<file path="config.mk">
export PLATFORM = sky130hd
export DESIGN_NAME = edge_cube_filter
export DESIGN_NICKNAME = d
export VERILOG_FILES = /design/src/rtl/edge_cube_filter.sv
export SDC_FILE = /design/constraint.sdc
export NUM_CORES = 1
export LEC_CHECK = 0
export BUFFER_PORTS_ARGS = -buffer_cell sky130_fd_sc_hd__buf_2
export CAP_MARGIN = 10
export CORE_MARGIN = 8
export CORE_UTILIZATION = 30
export DETAILED_ROUTE_END_ITERATION = 8
export GPL_ROUTABILITY_DRIVEN = 1
export SYNTH_ARGS = -nofsm -noshare
export SYNTH_HDL_FRONTEND = slang
export SYNTH_SLANG_ARGS = --single-unit
</file>
<file path="constraint.sdc">
create_clock -name clk -period 5.4 [get_ports clk]
set_input_delay 1.08 -clock clk [delete_from_list [all_inputs] [get_ports clk]]
set_output_delay 1.08 -clock clk [all_outputs]
set_load 0.02 [all_outputs]
</file>
<file path="src/rtl/edge_cube_filter.sv">
module edge_cube_filter #(
  parameter int PIX_W   = 8,
  parameter int SHIFT_K = 14
) (
  input  logic             clk,
  input  logic             rst_n,
  input  logic             in_valid,
  input  logic [PIX_W-1:0] in_up,
  input  logic [PIX_W-1:0] in_down,
  input  logic [PIX_W-1:0] in_right,
  input  logic [PIX_W-1:0] in_left,
  input  logic [PIX_W-1:0] in_ctr,
  output logic             out_valid,
  output logic [PIX_W-1:0] out_pix
);

  localparam int LAP_W  = PIX_W + 3;
  localparam int SQ_W   = 2 * LAP_W - 1;
  localparam int CUBE_W = 3 * (LAP_W - 1) + 1;
  localparam int LIM_W  = PIX_W + 1;
  localparam int SUM_W  = PIX_W + 2;
  localparam int STAGES = 5;
  localparam int PIX_MAX = (1 << PIX_W) - 1;
  localparam logic signed [CUBE_W-1:0] CUBE_HI = CUBE_W'(PIX_MAX);
  localparam logic signed [CUBE_W-1:0] CUBE_LO = -CUBE_W'(PIX_MAX);
  localparam logic signed [SUM_W-1:0]  SUM_HI  = SUM_W'(PIX_MAX);

  logic [STAGES-1:0] vld_q;

  logic signed [LAP_W-1:0]  lap_q, lap2_q;
  logic signed [SQ_W-1:0]   sq_q;
  logic signed [CUBE_W-1:0] cube_q;
  logic signed [LIM_W-1:0]  lim_q;
  logic [PIX_W-1:0]         c1_q, c2_q, c3_q, c4_q;

  logic signed [LAP_W-1:0]  lap_d;
  logic signed [CUBE_W-1:0] shr_d;
  logic signed [LIM_W-1:0]  lim_d;
  logic signed [SUM_W-1:0]  sum_d;
  logic [PIX_W-1:0]         pix_d;

  function automatic logic signed [LAP_W-1:0] widen(input logic [PIX_W-1:0] p);
    return $signed({{(LAP_W-PIX_W){1'b0}}, p});
  endfunction

  assign lap_d = (widen(in_ctr) <<< 2) - widen(in_up) - widen(in_down)
               - widen(in_right) - widen(in_left);

  assign shr_d = cube_q >>> SHIFT_K;

  always_comb begin
    if (shr_d > CUBE_HI)      lim_d = LIM_W'(PIX_MAX);
    else if (shr_d < CUBE_LO) lim_d = -LIM_W'(PIX_MAX);
    else                      lim_d = shr_d[LIM_W-1:0];
  end

  assign sum_d = $signed({2'b00, c4_q}) + SUM_W'(lim_q);

  always_comb begin
    if (sum_d < 0)           pix_d = '0;
    else if (sum_d > SUM_HI) pix_d = PIX_W'(PIX_MAX);
    else                     pix_d = sum_d[PIX_W-1:0];
  end

  always_ff @(posedge clk or negedge rst_n) begin
    if (!rst_n) begin
      vld_q   <= '0;
      lap_q   <= '0;
      lap2_q  <= '0;
      sq_q    <= '0;
      cube_q  <= '0;
      lim_q   <= '0;
      c1_q    <= '0;
      c2_q    <= '0;
      c3_q    <= '0;
      c4_q    <= '0;
      out_pix <= '0;
    end else begin
      vld_q   <= {vld_q[STAGES-2:0], in_valid};
      lap_q   <= lap_d;
      c1_q    <= in_ctr;
      sq_q    <= SQ_W'(lap_q) * SQ_W'(lap_q);
      lap2_q  <= lap_q;
      c2_q    <= c1_q;
      cube_q  <= CUBE_W'(sq_q) * CUBE_W'(lap2_q);
      c3_q    <= c2_q;
      lim_q   <= lim_d;
      c4_q    <= c3_q;
      out_pix <= pix_d;
    end
  end

  assign out_valid = vld_q[STAGES-1];

  logic [2:0] since_rst;
  always_ff @(posedge clk or negedge rst_n) begin
    if (!rst_n)                 since_rst <= '0;
    else if (since_rst != 3'd5) since_rst <= since_rst + 3'd1;
  end

  a_r7_latency: assert property (@(posedge clk) disable iff (!rst_n)
    (since_rst == 3'd5) |-> (out_valid == $past(in_valid, 5)));

  a_r4_limit: assert property (@(posedge clk) disable iff (!rst_n)
    (lim_q >= -LIM_W'(PIX_MAX)) && (lim_q <= LIM_W'(PIX_MAX)));

  a_r3_sign_kept: assert property (@(posedge clk) disable iff (!rst_n)
    lim_q[LIM_W-1] == $past(cube_q[CUBE_W-1]));

  a_r2_cube_sign: assert property (@(posedge clk) disable iff (!rst_n)
    ($past(lap2_q) != 0) |-> (cube_q[CUBE_W-1] == $past(lap2_q[LAP_W-1])));

  a_r6_clamp_low: assert property (@(posedge clk) disable iff (!rst_n)
    (sum_d < 0) |=> (out_pix == '0));

  a_r6_clamp_high: assert property (@(posedge clk) disable iff (!rst_n)
    (sum_d > SUM_HI) |=> (out_pix == PIX_W'(PIX_MAX)));

  a_r8_reset: assert property (@(posedge clk)
    !rst_n |=> (!out_valid && out_pix == '0));

endmodule

</file>
==> report_table.html, run 1 <==
<table>
<tr><th>Metric</th><th>Value</th></tr>
<tr><th colspan="2">Final layout</th></tr>
<tr><td>Relative area change from synthesis to final layout</td><td>14.4%</td></tr>
<tr><td>Leading cell types in the layout, fill and taps excluded</td><td>sky130_fd_sc_hd__inv_1, sky130_fd_sc_hd__fa_1, sky130_fd_sc_hd__nand2_1</td></tr>
<tr><td>Number of antenna repair diodes</td><td>0</td></tr>
<tr><td>Net count reported at finish</td><td>2205</td></tr>
<tr><td>Most frequent standard cell in the layout excluding fill and tap cells</td><td>sky130_fd_sc_hd__inv_1</td></tr>
<tr><td>Final standard cell utilization of the core</td><td>0.347</td></tr>
<tr><td>Fraction of final layout cells sized beyond drive strength 1</td><td>0.140</td></tr>
<tr><th colspan="2">Critical path</th></tr>
<tr><td>Highest cell delay on the worst timing path</td><td>600 ps</td></tr>
<tr><td>Worst Setup End Kind</td><td>register</td></tr>
<tr><td>Origin of the worst setup path</td><td>lap2_q[6]</td></tr>
<tr><td>Cell mode on critical path</td><td>sky130_fd_sc_hd__fa_1</td></tr>
<tr><td>R2r startpoint</td><td>lap2_q[6]</td></tr>
<tr><td>Slack of the worst reg-to-reg path</td><td>100 ps</td></tr>
<tr><td>Slowest library cell on the worst path</td><td>sky130_fd_sc_hd__fa_2</td></tr>
<tr><td>Capture point of the critical path</td><td>cube_q[29]</td></tr>
<tr><td>Maximum fanout count along the critical path</td><td>8</td></tr>
<tr><td>WP data arrival</td><td>5580 ps</td></tr>
<tr><td>Crit path buffers/inverters</td><td>4</td></tr>
<tr><td>Endpoint of the most critical register-to-register path</td><td>cube_q[29]</td></tr>
<tr><td>Worst Path Class, Setup</td><td>reg2reg</td></tr>
<tr><td>CP Launch Type</td><td>register</td></tr>
<tr><td>Data required time at the worst endpoint</td><td>5680 ps</td></tr>
<tr><td>Number of cells on the critical path</td><td>19</td></tr>
<tr><td>Category of cells accounting for the largest share of critical-path delay</td><td>adder cells</td></tr>
<tr><td>Cell chain of the critical path</td><td>buf_12, buf_4, nand2_1, fa_2, fa_2, fa_1, fa_1, fa_1, inv_2, ha_4, o21ai_2, a21oi_2, nand4_1, a211oi_4, nor3_4, buf_6, a211o_2, a21oi_2, xor2_1</td></tr>
<tr><td>Worst R2R Path Depth</td><td>19</td></tr>
<tr><th colspan="2">STA</th></tr>
<tr><td>Setup TNS</td><td>0 ps</td></tr>
<tr><td>Largest clock skew in the final design</td><td>10.2 ps</td></tr>
<tr><td>Share of the clock period used by the worst path</td><td>0.982</td></tr>
<tr><td>Upper clock frequency limit</td><td>189 MHz</td></tr>
<tr><td>RSZ-0062 raised after global routing</td><td>true</td></tr>
<tr><td>Slew HR</td><td>0.380</td></tr>
<tr><td>PnR worst setup slack</td><td>99.6 ps</td></tr>
<tr><td>Hold violation count in the final report</td><td>0</td></tr>
<tr><td>Final critical path time including I/O delays and setup</td><td>5300 ps</td></tr>
<tr><td>Endpoints failing setup</td><td>0</td></tr>
<tr><td>Tightest Pin Transition</td><td>930 ps</td></tr>
<tr><td>Max-slew violations</td><td>0</td></tr>
<tr><th colspan="2">Routing</th></tr>
<tr><td>DRT iter0 DRCs</td><td>506</td></tr>
<tr><td>Wirelength per Cell</td><td>14.3 µm</td></tr>
<tr><td>Detailed-route vias per instance</td><td>4.40</td></tr>
<tr><td>Pre-Repair DR Iteration Count</td><td>4</td></tr>
<tr><td>ANT nets after route</td><td>0</td></tr>
<tr><td>Detailed Route WL</td><td>34.5 mm</td></tr>
<tr><td>Post-detailed-route DRC marker count</td><td>0</td></tr>
<tr><td>Total vias in the final route</td><td>10.6k</td></tr>
<tr><th colspan="2">Run status</th></tr>
<tr><td>Outcome</td><td>complete, no violations</td></tr>
<tr><th colspan="2">Logic synthesis</th></tr>
<tr><td>Number of enable-type register cells in the synthesized netlist</td><td>0</td></tr>
<tr><td>Number of synthesized register bits</td><td>112</td></tr>
<tr><td>Area of the mapped netlist</td><td>0.0159 mm²</td></tr>
<tr><td>Synthesized area per cell</td><td>9.93 µm²</td></tr>
<tr><td>Flip-flop cell with the highest count after synthesis</td><td>sky130_fd_sc_hd__dfrtp_1</td></tr>
<tr><td>Warning count from the yosys run</td><td>0</td></tr>
<tr><td>Fraction of registers with async set/reset</td><td>1.00</td></tr>
<tr><td>Count of different cell masters after synthesis</td><td>53</td></tr>
<tr><td>Sequential cell area fraction in the yosys report</td><td>0.176</td></tr>
<tr><td>Post-synthesis instance total</td><td>1606</td></tr>
<tr><th colspan="2">Clock tree</th></tr>
<tr><td>Total of hold buffers inserted after clock tree synthesis</td><td>0</td></tr>
<tr><td>CTS tree</td><td>yes</td></tr>
<tr><td>Maximum root-to-sink buffer count</td><td>2</td></tr>
<tr><td>Clock edge transition at the registers on the reported setup and hold paths</td><td>90 ps</td></tr>
<tr><td>CTS sink count</td><td>112</td></tr>
<tr><td>Root cell of the clock tree</td><td>sky130_fd_sc_hd__clkbuf_16</td></tr>
<tr><td># H-tree levels</td><td>3</td></tr>
<tr><td>Number of buffers added by the clock tree synthesis step</td><td>9</td></tr>
<tr><td>Worst-Skew Late Latency</td><td>360 ps</td></tr>
<tr><th colspan="2">Floorplan</th></tr>
<tr><td>Io pins</td><td>52</td></tr>
<tr><td>Die ar.</td><td>0.0608 mm²</td></tr>
<tr><td>Num rows</td><td>84</td></tr>
<tr><td>Core area</td><td>0.0526 mm²</td></tr>
<tr><td>Floorplan die height</td><td>247 µm</td></tr>
<tr><td>Die Span X</td><td>247 µm</td></tr>
<tr><td>Initial cell density of the core</td><td>0.303</td></tr>
<tr><th colspan="2">Placed design</th></tr>
<tr><td>RePlAce Congestion</td><td>0.853</td></tr>
<tr><td>Half-perimeter wire length of the detailed placement result</td><td>29.1 mm</td></tr>
<tr><td>Pre-CTS setup slack</td><td>-51.4 ps</td></tr>
<tr><td>Port buffer count</td><td>51</td></tr>
<tr><th colspan="2">Global route</th></tr>
<tr><td>Pin count of the biggest net entering global routing</td><td>65</td></tr>
<tr><td>Vias in the first global route</td><td>11.8k</td></tr>
<tr><td>Total global routing overflow</td><td>0</td></tr>
<tr><td>Global-route wire length before repair</td><td>58.0 mm</td></tr>
<tr><td>Total routing usage reported by global routing</td><td>0.117</td></tr>
<tr><td>Antenna violations before repair</td><td>0</td></tr>
<tr><th colspan="2">Run</th></tr>
<tr><td>MaxCap Viol Count</td><td>0</td></tr>
<tr><th colspan="2">Worst hold path</th></tr>
<tr><td>Min-delay worst type</td><td>reg2reg</td></tr>
</table>
==> worst min-delay path by stage <==
stage,depth (start not counted),startpoint,endpoint,slack [ps]
2_1_floorplan,0,c1_q[0],c2_q[0],330
3_3_place_gp,0,c1_q[1],c2_q[1],330
3_5_place_dp,0,c1_q[1],c2_q[1],330
4_1_cts,0,c2_q[5],c3_q[5],340
5_1_grt,0,c2_q[5],c3_q[5],350
6_report,0,c2_q[5],c3_q[5],340
==> area by class of cell <==
class | instances | area [µm²]
clock buffer | 9 | 225
inverter | 419 | 1570
fill | 5363 | 34300
timing repair buffer | 146 | 1100
sequential | 112 | 2830
multi-input combinational | 1026 | 11600
tap | 688 | 861
clock inverter | 7 | 93.8
==> metal layers <==
| metal | GRT usage | up-vias | share of wire |
|---|---|---|---|
| li1 | - | 4929 | - |
| met3 | 0.0133 | 46 | 0.031 |
| met1 | 0.143 | 5447 | 0.42 |
| met5 | 0 | - | 0 |
| met4 | 0.0398 | 0 | 0.030 |
| met2 | 0.211 | 166 | 0.52 |
==> worst register-to-register path, delay by kind of cell, from the launching register on <==
kind                     cells  cell delay, ps
AO/OA/AOI/OAI                5            1000
XOR/XNOR                     1             170
adder cells (fa/ha/maj)      6            2730
buffers and inverters        4             490
AND/OR/NAND/NOR              3             400
flip-flops                   1             430
==> cells in the mapped netlist, types with 2 or more instances <==
library cell,number,area [µm²]
sky130_fd_sc_hd__or3_1,7,43.8
sky130_fd_sc_hd__o21ai_1,2,10.0
sky130_fd_sc_hd__o21bai_1,9,67.6
sky130_fd_sc_hd__ha_1,125,1560
sky130_fd_sc_hd__nand3_1,12,60.1
sky130_fd_sc_hd__fa_1,323,6470
sky130_fd_sc_hd__a21oi_1,30,150
sky130_fd_sc_hd__a21boi_0,2,15.0
sky130_fd_sc_hd__nand2_1,133,499
sky130_fd_sc_hd__a211oi_2,3,37.5
sky130_fd_sc_hd__dfrtp_1,112,2800
sky130_fd_sc_hd__inv_1,419,1570
sky130_fd_sc_hd__and2_1,133,832
sky130_fd_sc_hd__conb_1,2,7.51
sky130_fd_sc_hd__a211oi_1,6,45.0
sky130_fd_sc_hd__nor3_1,13,65.1
sky130_fd_sc_hd__and3_1,7,43.8
sky130_fd_sc_hd__nand4_1,5,31.3
sky130_fd_sc_hd__a31oi_1,4,25.0
sky130_fd_sc_hd__o21a_1,12,90.1
sky130_fd_sc_hd__nand4b_1,2,17.5
sky130_fd_sc_hd__or2_2,4,25.0
sky130_fd_sc_hd__a21oi_2,2,17.5
sky130_fd_sc_hd__xnor2_1,45,394
sky130_fd_sc_hd__nor3b_1,3,22.5
sky130_fd_sc_hd__clkbuf_1,52,195
sky130_fd_sc_hd__o21ai_0,20,100
sky130_fd_sc_hd__xor2_1,13,114
sky130_fd_sc_hd__nand2b_1,12,75.1
sky130_fd_sc_hd__nor4_1,5,31.3
sky130_fd_sc_hd__nor2b_1,12,75.1
sky130_fd_sc_hd__o31ai_1,2,15.0
sky130_fd_sc_hd__nor2_1,48,180
sky130_fd_sc_hd__a21o_1,8,60.1
==> registers in the layout, indices dropped and copies added (netlist names) <==
signal,flops
out_pix,8
lim_q,9
c4_q,8
c3_q,8
c2_q,8
cube_q,17
lap_q,11
sq_q,20
vld_q,5
c1_q,8
lap2_q,10
==> metrics by stage <==
stage	hold slack [ps]	instances	area, µm²
finish	341	2407	18200
floorplan	331	1610	16000
global route	354	2407	18200
global placement	334	2377	17600
detailed placement	335	2377	17600
CTS	342	2398	18000
==> kinds of logic (layout without fill, tap and decap cells) <==
| group | after synthesis | after routing | share of synthesized area |
|---|---|---|---|
| AND/OR/NAND/NOR | 401 | 401 | 0.129 |
| flip-flops | 112 | 112 | 0.176 |
| AO/OA/AOI/OAI | 113 | 113 | 0.0483 |
| buffers and inverters | 472 | 581 | 0.111 |
| XOR/XNOR | 58 | 58 | 0.0319 |
| adder cells (fa/ha/maj) | 448 | 448 | 0.504 |
| other | 2 | 6 | 0.000471 |
==> what timing repair did <==
action,in CTS,in global routing
setup buffers,5,9
gates resized for setup,19,53
hold endpoints to repair,0,0
gates cloned,0,2
pin swaps,7,32
setup endpoints to repair,5,15
Power of run 1 is left out: the tool's default activity adds up to more than one toggle a clock period on the data nets, which glitch-free logic cannot reach.
==> run 2, diff against run 1 <==
- SETUP_SLACK_MARGIN: unset -> 0.3
==> report_table.html, run 2 (same netlist as run 1, synthesis figures left out) <==
<table>
<tr><th>Metric</th><th>Value</th></tr>
<tr><th colspan="2">Global route</th></tr>
<tr><td>Total routing usage reported by global routing</td><td>0.119 (+0.00211)</td></tr>
<tr><td>Pin count of the biggest net entering global routing</td><td>55 (-15%)</td></tr>
<tr><td>Vias in the first global route</td><td>11.9k (+0.30%)</td></tr>
<tr><td>Antenna violations before repair</td><td>0 (unchanged)</td></tr>
<tr><td>Total global routing overflow</td><td>0 (unchanged)</td></tr>
<tr><td>Global-route wire length before repair</td><td>58.9 mm (+1.5%)</td></tr>
<tr><th colspan="2">Routing</th></tr>
<tr><td>Post-detailed-route DRC marker count</td><td>0 (unchanged)</td></tr>
<tr><td>DRT iter0 DRCs</td><td>487 (-3.8%)</td></tr>
<tr><td>ANT nets after route</td><td>0 (unchanged)</td></tr>
<tr><td>Pre-Repair DR Iteration Count</td><td>5 (+1)</td></tr>
<tr><td>Detailed Route WL</td><td>35.1 mm (+1.9%)</td></tr>
<tr><td>Total vias in the final route</td><td>10.8k (+1.9%)</td></tr>
<tr><td>Wirelength per Cell</td><td>14.3 µm (-0.16%)</td></tr>
<tr><td>Detailed-route vias per instance</td><td>4.39 (-0.11%)</td></tr>
<tr><th colspan="2">Clock tree</th></tr>
<tr><td>CTS tree</td><td>yes</td></tr>
<tr><td>Worst-Skew Late Latency</td><td>360 ps (about the same)</td></tr>
<tr><td># H-tree levels</td><td>3 (unchanged)</td></tr>
<tr><td>Clock edge transition at the registers on the reported setup and hold paths</td><td>90 ps (about the same)</td></tr>
<tr><td>Maximum root-to-sink buffer count</td><td>2 (unchanged)</td></tr>
<tr><td>CTS sink count</td><td>112 (unchanged)</td></tr>
<tr><td>Total of hold buffers inserted after clock tree synthesis</td><td>0 (unchanged)</td></tr>
<tr><td>Root cell of the clock tree</td><td>sky130_fd_sc_hd__clkbuf_16</td></tr>
<tr><td>Number of buffers added by the clock tree synthesis step</td><td>9 (unchanged)</td></tr>
<tr><th colspan="2">Placed design</th></tr>
<tr><td>Half-perimeter wire length of the detailed placement result</td><td>29.0 mm (-0.27%)</td></tr>
<tr><td>Port buffer count</td><td>51 (unchanged)</td></tr>
<tr><td>Cell area reported after detailed placement</td><td>0.0177 mm² (+0.65%)</td></tr>
<tr><td>Pre-CTS setup slack</td><td>-179 ps (-128 ps)</td></tr>
<tr><td>RePlAce Congestion</td><td>0.863 (+1.2%)</td></tr>
<tr><td>Cells after DPL</td><td>2390 (+0.55%)</td></tr>
<tr><th colspan="2">Worst hold path</th></tr>
<tr><td>Min-delay worst type</td><td>reg2reg</td></tr>
<tr><td>Hold endpoint</td><td>c4_q[3]</td></tr>
<tr><td>Cell count of the worst hold path</td><td>0 (unchanged)</td></tr>
<tr><td>Launch instance of the worst min-delay path</td><td>c3_q[3]</td></tr>
<tr><th colspan="2">Critical path</th></tr>
<tr><td>R2r startpoint</td><td>sq_q[7]</td></tr>
<tr><td>Category of cells accounting for the largest share of critical-path delay</td><td>adder cells</td></tr>
<tr><td>Worst Path Class, Setup</td><td>reg2reg</td></tr>
<tr><td>Origin of the worst setup path</td><td>sq_q[7]</td></tr>
<tr><td>Slowest library cell on the worst path</td><td>sky130_fd_sc_hd__fa_1</td></tr>
<tr><td>Highest cell delay on the worst timing path</td><td>590 ps (about the same)</td></tr>
<tr><td>Cell mode on critical path</td><td>sky130_fd_sc_hd__fa_2</td></tr>
<tr><td>WP data arrival</td><td>5590 ps (about the same)</td></tr>
<tr><td>Slack of the worst reg-to-reg path</td><td>50 ps (-50 ps)</td></tr>
<tr><td>Worst R2R Path Depth</td><td>16 (-3)</td></tr>
<tr><td>Data required time at the worst endpoint</td><td>5640 ps (-40 ps)</td></tr>
<tr><td>CP Launch Type</td><td>register</td></tr>
<tr><td>Maximum fanout count along the critical path</td><td>5 (-3)</td></tr>
<tr><td>Endpoint of the most critical register-to-register path</td><td>cube_q[28]</td></tr>
<tr><td>Worst Setup End Kind</td><td>register</td></tr>
<tr><td>Cell chain of the critical path</td><td>buf_4, and2_1, fa_1, fa_1, fa_2, fa_2, fa_2, ha_4, o21ai_4, a21oi_2, a221o_1, o2bb2ai_4, nor3_4, a211oi_2, or2_4, xor2_1</td></tr>
<tr><td>Crit path buffers/inverters</td><td>1 (-3)</td></tr>
<tr><th colspan="2">STA</th></tr>
<tr><td>Share of the clock period used by the worst path</td><td>0.991 (+0.00960)</td></tr>
<tr><td>Tightest Pin Transition</td><td>669 ps (-261 ps)</td></tr>
<tr><td>Hold violation count in the final report</td><td>0 (unchanged)</td></tr>
<tr><td>Max-slew violations</td><td>0 (unchanged)</td></tr>
<tr><td>Largest clock skew in the final design</td><td>12.3 ps (+2.07 ps)</td></tr>
<tr><td>Upper clock frequency limit</td><td>187 MHz (-0.97%)</td></tr>
<tr><td>Endpoints failing setup</td><td>0 (unchanged)</td></tr>
<tr><td>Slew HR</td><td>0.554 (+0.174)</td></tr>
<tr><td>PnR worst setup slack</td><td>47.8 ps (-51.9 ps)</td></tr>
<tr><td>Final critical path time including I/O delays and setup</td><td>5350 ps (+51.9 ps)</td></tr>
<tr><td>RSZ-0062 raised after global routing</td><td>true</td></tr>
<tr><th colspan="2">Final layout</th></tr>
<tr><td>Number of standard cells in the layout, taps in and fillers out</td><td>2456 (+2.0%)</td></tr>
<tr><td>Number of antenna repair diodes</td><td>0 (unchanged)</td></tr>
<tr><td>Fraction of final layout cells sized beyond drive strength 1</td><td>0.196 (+0.0561)</td></tr>
<tr><td>Register with the most flip-flops</td><td>sq_q</td></tr>
<tr><td>Largest register FFs</td><td>20 (unchanged)</td></tr>
<tr><td>Final standard cell utilization of the core</td><td>0.362 (+0.0147)</td></tr>
<tr><td>Area of all placed cells without fillers</td><td>0.0190 mm² (+4.2%)</td></tr>
<tr><td>Net count reported at finish</td><td>2254 (+2.2%)</td></tr>
<tr><td>Relative area change from synthesis to final layout</td><td>19.3%</td></tr>
<tr><td>Filler Cell Count</td><td>5261 (-1.9%)</td></tr>
<tr><td>Largest registers ranked by flip-flop count</td><td>sq_q (20), cube_q (17), lap_q (11)</td></tr>
<tr><td>Leading cell types in the layout, fill and taps excluded</td><td>sky130_fd_sc_hd__inv_1, sky130_fd_sc_hd__fa_1, sky130_fd_sc_hd__nand2_1</td></tr>
<tr><td>Most frequent standard cell in the layout excluding fill and tap cells</td><td>sky130_fd_sc_hd__inv_1</td></tr>
<tr><th colspan="2">Floorplan</th></tr>
<tr><td>Floorplan die height</td><td>247 µm (unchanged)</td></tr>
<tr><td>Initial cell density of the core</td><td>0.303 (unchanged)</td></tr>
<tr><td>Core area</td><td>0.0526 mm² (unchanged)</td></tr>
<tr><td>Die Span X</td><td>247 µm (unchanged)</td></tr>
<tr><td>Num rows</td><td>84 (unchanged)</td></tr>
<tr><td>Io pins</td><td>52 (unchanged)</td></tr>
<tr><td>Die ar.</td><td>0.0608 mm² (unchanged)</td></tr>
<tr><th colspan="2">Run</th></tr>
<tr><td>MaxCap Viol Count</td><td>0 (unchanged)</td></tr>
<tr><th colspan="2">Run status</th></tr>
<tr><td>Outcome</td><td>complete, no violations</td></tr>
</table>
run 2: cell types whose count changed in the layout (fill, tap and decap cells not counted), sizes merged:
cell and change:
buf +48, bufbuf +1
run 2: final cells by class:
type / count / area, µm² / share of cell area
sequential: 112 / 2840 / 0.149
clock buffer: 9 / 225 / 0.0118
timing repair buffer: 195 / 1520 / 0.0800
inverter: 419 / 1580 / 0.0828
multi-input combinational: 1026 / 11900 / 0.626
tap: 688 / 861 / 0.0453
clock inverter: 7 / 96.3 / 0.00507
run 2: repair_timing:
action,CTS,global route
cloned,1,1
endpoints found under the setup margin,19,21
gates resized for setup,49,113
hold endpoints to repair,0,0
setup buffers,15,33
pin swaps,25,42
run 2: worst reg2reg max path, stage by stage (launching register included):
cell and delay (ps):
sky130_fd_sc_hd__dfrtp_2 460, sky130_fd_sc_hd__buf_4 170, sky130_fd_sc_hd__and2_1 180, sky130_fd_sc_hd__fa_1 590
sky130_fd_sc_hd__fa_1 460, sky130_fd_sc_hd__fa_2 560, sky130_fd_sc_hd__fa_2 440, sky130_fd_sc_hd__fa_2 560
sky130_fd_sc_hd__ha_4 220, sky130_fd_sc_hd__o21ai_4 140, sky130_fd_sc_hd__a21oi_2 90, sky130_fd_sc_hd__a221o_1 390
sky130_fd_sc_hd__o2bb2ai_4 160, sky130_fd_sc_hd__nor3_4 290, sky130_fd_sc_hd__a211oi_2 140, sky130_fd_sc_hd__or2_4 250
sky130_fd_sc_hd__xor2_1 140
run 2: how the worst max path moves through the flow:
stage / depth (start not counted) / slack (ps) / end
global route: 18 / -100 / cube_q[30]
detailed placement: 19 / -180 / cube_q[28]
CTS: 20 / 70 / cube_q[28]
finish: 16 / 50 / cube_q[28]
global placement: 19 / -140 / cube_q[28]
floorplan: 19 / 300 / cube_q[28]
run 2: metal layers:
layer  vias up  GRT usage  routed length, µm
li1       5023          -                  -
met1      5580      0.159              15600
met2       154      0.203              17800
met3        35    0.00996                967
met4         0     0.0388                697
met5         -          0                  0
run 2: metrics by stage:
stage | hold slack (ps) | setup TNS [ps]
CTS | 337 | 0
global placement | 336 | -510
detailed placement | 335 | -1000
floorplan | 331 | 0
finish | 337 | 0
global route | 343 | -361
Power of run 2 is left out for the same reason.
==> run 3, diff against run 2 <==
- CELL_PAD_IN_SITES_DETAIL_PLACEMENT: unset -> 1
- CELL_PAD_IN_SITES_GLOBAL_PLACEMENT: unset -> 2
- CORE_MARGIN: 8 -> 2
- PLACE_DENSITY_LB_ADDON: unset -> 0.1
==> report_table.html, run 3 (same netlist as run 1, synthesis figures left out) <==
<table>
<tr><th>Metric</th><th>Value</th></tr>
<tr><th colspan="2">Final layout</th></tr>
<tr><td>Filler Cell Count</td><td>6009 (+14%)</td></tr>
<tr><td>Register with the most flip-flops</td><td>sq_q</td></tr>
<tr><td>Number of antenna repair diodes</td><td>0 (unchanged)</td></tr>
<tr><td>Net count reported at finish</td><td>2300 (+2.0%)</td></tr>
<tr><td>Relative area change from synthesis to final layout</td><td>22.5%</td></tr>
<tr><td>Largest registers ranked by flip-flop count</td><td>sq_q (20), cube_q (17), lap_q (11)</td></tr>
<tr><td>Most frequent standard cell in the layout excluding fill and tap cells</td><td>sky130_fd_sc_hd__inv_1</td></tr>
<tr><td>Largest register FFs</td><td>20 (unchanged)</td></tr>
<tr><td>Area of all placed cells without fillers</td><td>0.0195 mm² (+2.7%)</td></tr>
<tr><td>Leading cell types in the layout, fill and taps excluded</td><td>sky130_fd_sc_hd__inv_1, sky130_fd_sc_hd__fa_1, sky130_fd_sc_hd__buf_4</td></tr>
<tr><td>Fraction of final layout cells sized beyond drive strength 1</td><td>0.218 (+0.0222)</td></tr>
<tr><th colspan="2">Critical path</th></tr>
<tr><td>Worst R2R Path Depth</td><td>19 (+3)</td></tr>
<tr><td>WP data arrival</td><td>5670 ps (+80 ps)</td></tr>
<tr><td>Data required time at the worst endpoint</td><td>5680 ps (+40 ps)</td></tr>
<tr><td>Worst Setup End Kind</td><td>register</td></tr>
<tr><td>Maximum fanout count along the critical path</td><td>6 (+1)</td></tr>
<tr><td>Worst Path Class, Setup</td><td>reg2reg</td></tr>
<tr><td>CP Launch Type</td><td>register</td></tr>
<tr><th colspan="2">STA</th></tr>
<tr><td>Hold violation count in the final report</td><td>0 (unchanged)</td></tr>
<tr><td>Largest clock skew in the final design</td><td>22.2 ps (+9.89 ps)</td></tr>
<tr><td>Slew HR</td><td>0.364 (-0.190)</td></tr>
<tr><td>Endpoints failing setup</td><td>0 (unchanged)</td></tr>
<tr><td>Tightest Pin Transition</td><td>954 ps (+285 ps)</td></tr>
<tr><td>Max-slew violations</td><td>0 (unchanged)</td></tr>
<tr><td>Upper clock frequency limit</td><td>185 MHz (-0.76%)</td></tr>
<tr><td>Share of the clock period used by the worst path</td><td>0.999 (+0.00757)</td></tr>
<tr><td>Final critical path time including I/O delays and setup</td><td>5390 ps (+40.9 ps)</td></tr>
<tr><td>RSZ-0062 raised after global routing</td><td>true</td></tr>
<tr><th colspan="2">Global route</th></tr>
<tr><td>Antenna violations before repair</td><td>1 (+1)</td></tr>
<tr><td>Vias in the first global route</td><td>12.5k (+5.0%)</td></tr>
<tr><td>Global-route wire length before repair</td><td>69.2 mm (+17%)</td></tr>
<tr><td>Total routing usage reported by global routing</td><td>0.166 (+0.0473)</td></tr>
<tr><td>Pin count of the biggest net entering global routing</td><td>76 (+38%)</td></tr>
<tr><td>Total global routing overflow</td><td>0 (unchanged)</td></tr>
<tr><th colspan="2">Floorplan</th></tr>
<tr><td>Die ar.</td><td>0.0550 mm² (-9.5%)</td></tr>
<tr><td>Io pins</td><td>52 (unchanged)</td></tr>
<tr><td>Core area</td><td>0.0526 mm² (unchanged)</td></tr>
<tr><td>Floorplan die height</td><td>235 µm (-4.9%)</td></tr>
<tr><td>Die Span X</td><td>235 µm (-4.9%)</td></tr>
<tr><td>Num rows</td><td>84 (unchanged)</td></tr>
<tr><td>Initial cell density of the core</td><td>0.303 (unchanged)</td></tr>
<tr><th colspan="2">Clock tree</th></tr>
<tr><td>Total of hold buffers inserted after clock tree synthesis</td><td>0 (unchanged)</td></tr>
<tr><td>Number of buffers added by the clock tree synthesis step</td><td>9 (unchanged)</td></tr>
<tr><td>CTS tree</td><td>yes</td></tr>
<tr><td>Worst-Skew Late Latency</td><td>390 ps (+30 ps)</td></tr>
<tr><td>Maximum root-to-sink buffer count</td><td>2 (unchanged)</td></tr>
<tr><td>CTS sink count</td><td>112 (unchanged)</td></tr>
<tr><td># H-tree levels</td><td>3 (unchanged)</td></tr>
<tr><td>Clock edge transition at the registers on the reported setup and hold paths</td><td>80 ps (about the same)</td></tr>
<tr><td>Root cell of the clock tree</td><td>sky130_fd_sc_hd__clkbuf_16</td></tr>
<tr><th colspan="2">Run status</th></tr>
<tr><td>Outcome</td><td>complete, no violations</td></tr>
<tr><th colspan="2">Run</th></tr>
<tr><td>MaxCap Viol Count</td><td>0 (unchanged)</td></tr>
<tr><th colspan="2">Placed design</th></tr>
<tr><td>Port buffer count</td><td>51 (unchanged)</td></tr>
<tr><td>RePlAce Congestion</td><td>0.756 (-12%)</td></tr>
<tr><td>Cell area reported after detailed placement</td><td>0.0181 mm² (+2.4%)</td></tr>
<tr><td>Half-perimeter wire length of the detailed placement result</td><td>36.2 mm (+25%)</td></tr>
<tr><th colspan="2">Routing</th></tr>
<tr><td>Total vias in the final route</td><td>10.9k (+0.79%)</td></tr>
<tr><td>Pre-Repair DR Iteration Count</td><td>4 (-1)</td></tr>
<tr><td>DRT iter0 DRCs</td><td>331 (-32%)</td></tr>
<tr><td>Detailed-route vias per instance</td><td>4.35 (-1.0%)</td></tr>
<tr><td>Wirelength per Cell</td><td>17.2 µm (+21%)</td></tr>
<tr><td>Post-detailed-route DRC marker count</td><td>0 (unchanged)</td></tr>
<tr><td>ANT nets after route</td><td>0 (unchanged)</td></tr>
<tr><td>Detailed Route WL</td><td>43.1 mm (+23%)</td></tr>
<tr><th colspan="2">Worst hold path</th></tr>
<tr><td>Cell count of the worst hold path</td><td>0 (unchanged)</td></tr>
<tr><td>Min-delay worst type</td><td>reg2reg</td></tr>
</table>
[run 3: cell type report]
cell class | instances | area, µm² | share of cell area
Tap cell | 688 | 861 | 0.0441
Timing Repair Buffer | 241 | 2050 | 0.105
Clock buffer | 9 | 225 | 0.0115
Inverter | 419 | 1570 | 0.0806
Clock inverter | 6 | 90.1 | 0.00461
Multi-Input combinational cell | 1026 | 11900 | 0.609
Sequential cell | 112 | 2830 | 0.145
[run 3: per-stage QoR]
step / instances / setup TNS, ps / util / hold slack [ps] / setup slack, ps
floorplan: 1610 / 0 / - / 331 / 300
global placement: 2435 / -177 / 0.345 / 333 / -112
detailed placement: 2435 / -418 / 0.345 / 336 / -141
CTS: 2465 / 0 / 0.359 / 355 / 30.3
global route: 2501 / -937 / 0.372 / 363 / -153
finish: 2501 / 0 / 0.372 / 352 / 6.86
[run 3: repair_timing]
item                       in CTS  in global routing
resized for setup              60                 94
setup endpoints to repair      17                 19
buffers inserted               12                 35
pin swaps                      40                 44
gates cloned                    3                  1
[run 3: per-layer routing]
layer  share of wire  up-vias  global-route usage
met4           0.014        0              0.0297
met3           0.018       29              0.0194
met5               0        -                   0
met2            0.50       61               0.288
li1                -     5114                   -
met1            0.47     5673               0.226
[run 3: path summary, 6_finish.rpt]
check	slack (ps)	from	end
hold / removal	350	c2_q[1]	c3_q[1]
setup / recovery	7	lap2_q[9]	cube_q[28]
min in group asynchronous	850	rst_n	lim_q[6]
hold reg to reg	350	c2_q[1]	c3_q[1]
max in group asynchronous	3410	rst_n	sq_q[20]
setup reg to reg	7	lap2_q[9]	cube_q[28]
[run 3: worst max-delay path, stage by stage, from the launching register on]
cell and delay, ps:
sky130_fd_sc_hd__dfrtp_2 470, sky130_fd_sc_hd__buf_12 150, sky130_fd_sc_hd__buf_6 100, sky130_fd_sc_hd__and2_4 130
sky130_fd_sc_hd__fa_1 540, sky130_fd_sc_hd__fa_2 460, sky130_fd_sc_hd__fa_2 540, sky130_fd_sc_hd__fa_1 430
sky130_fd_sc_hd__fa_2 580, sky130_fd_sc_hd__ha_4 210, sky130_fd_sc_hd__o21ai_4 120, sky130_fd_sc_hd__a21oi_2 80
sky130_fd_sc_hd__buf_4 130, sky130_fd_sc_hd__a221o_1 340, sky130_fd_sc_hd__o2bb2ai_4 150, sky130_fd_sc_hd__nor3_4 220
sky130_fd_sc_hd__buf_12 150, sky130_fd_sc_hd__a211oi_2 80, sky130_fd_sc_hd__or2_4 250, sky130_fd_sc_hd__xor2_2 140
Power of run 3 is left out for the same reason.
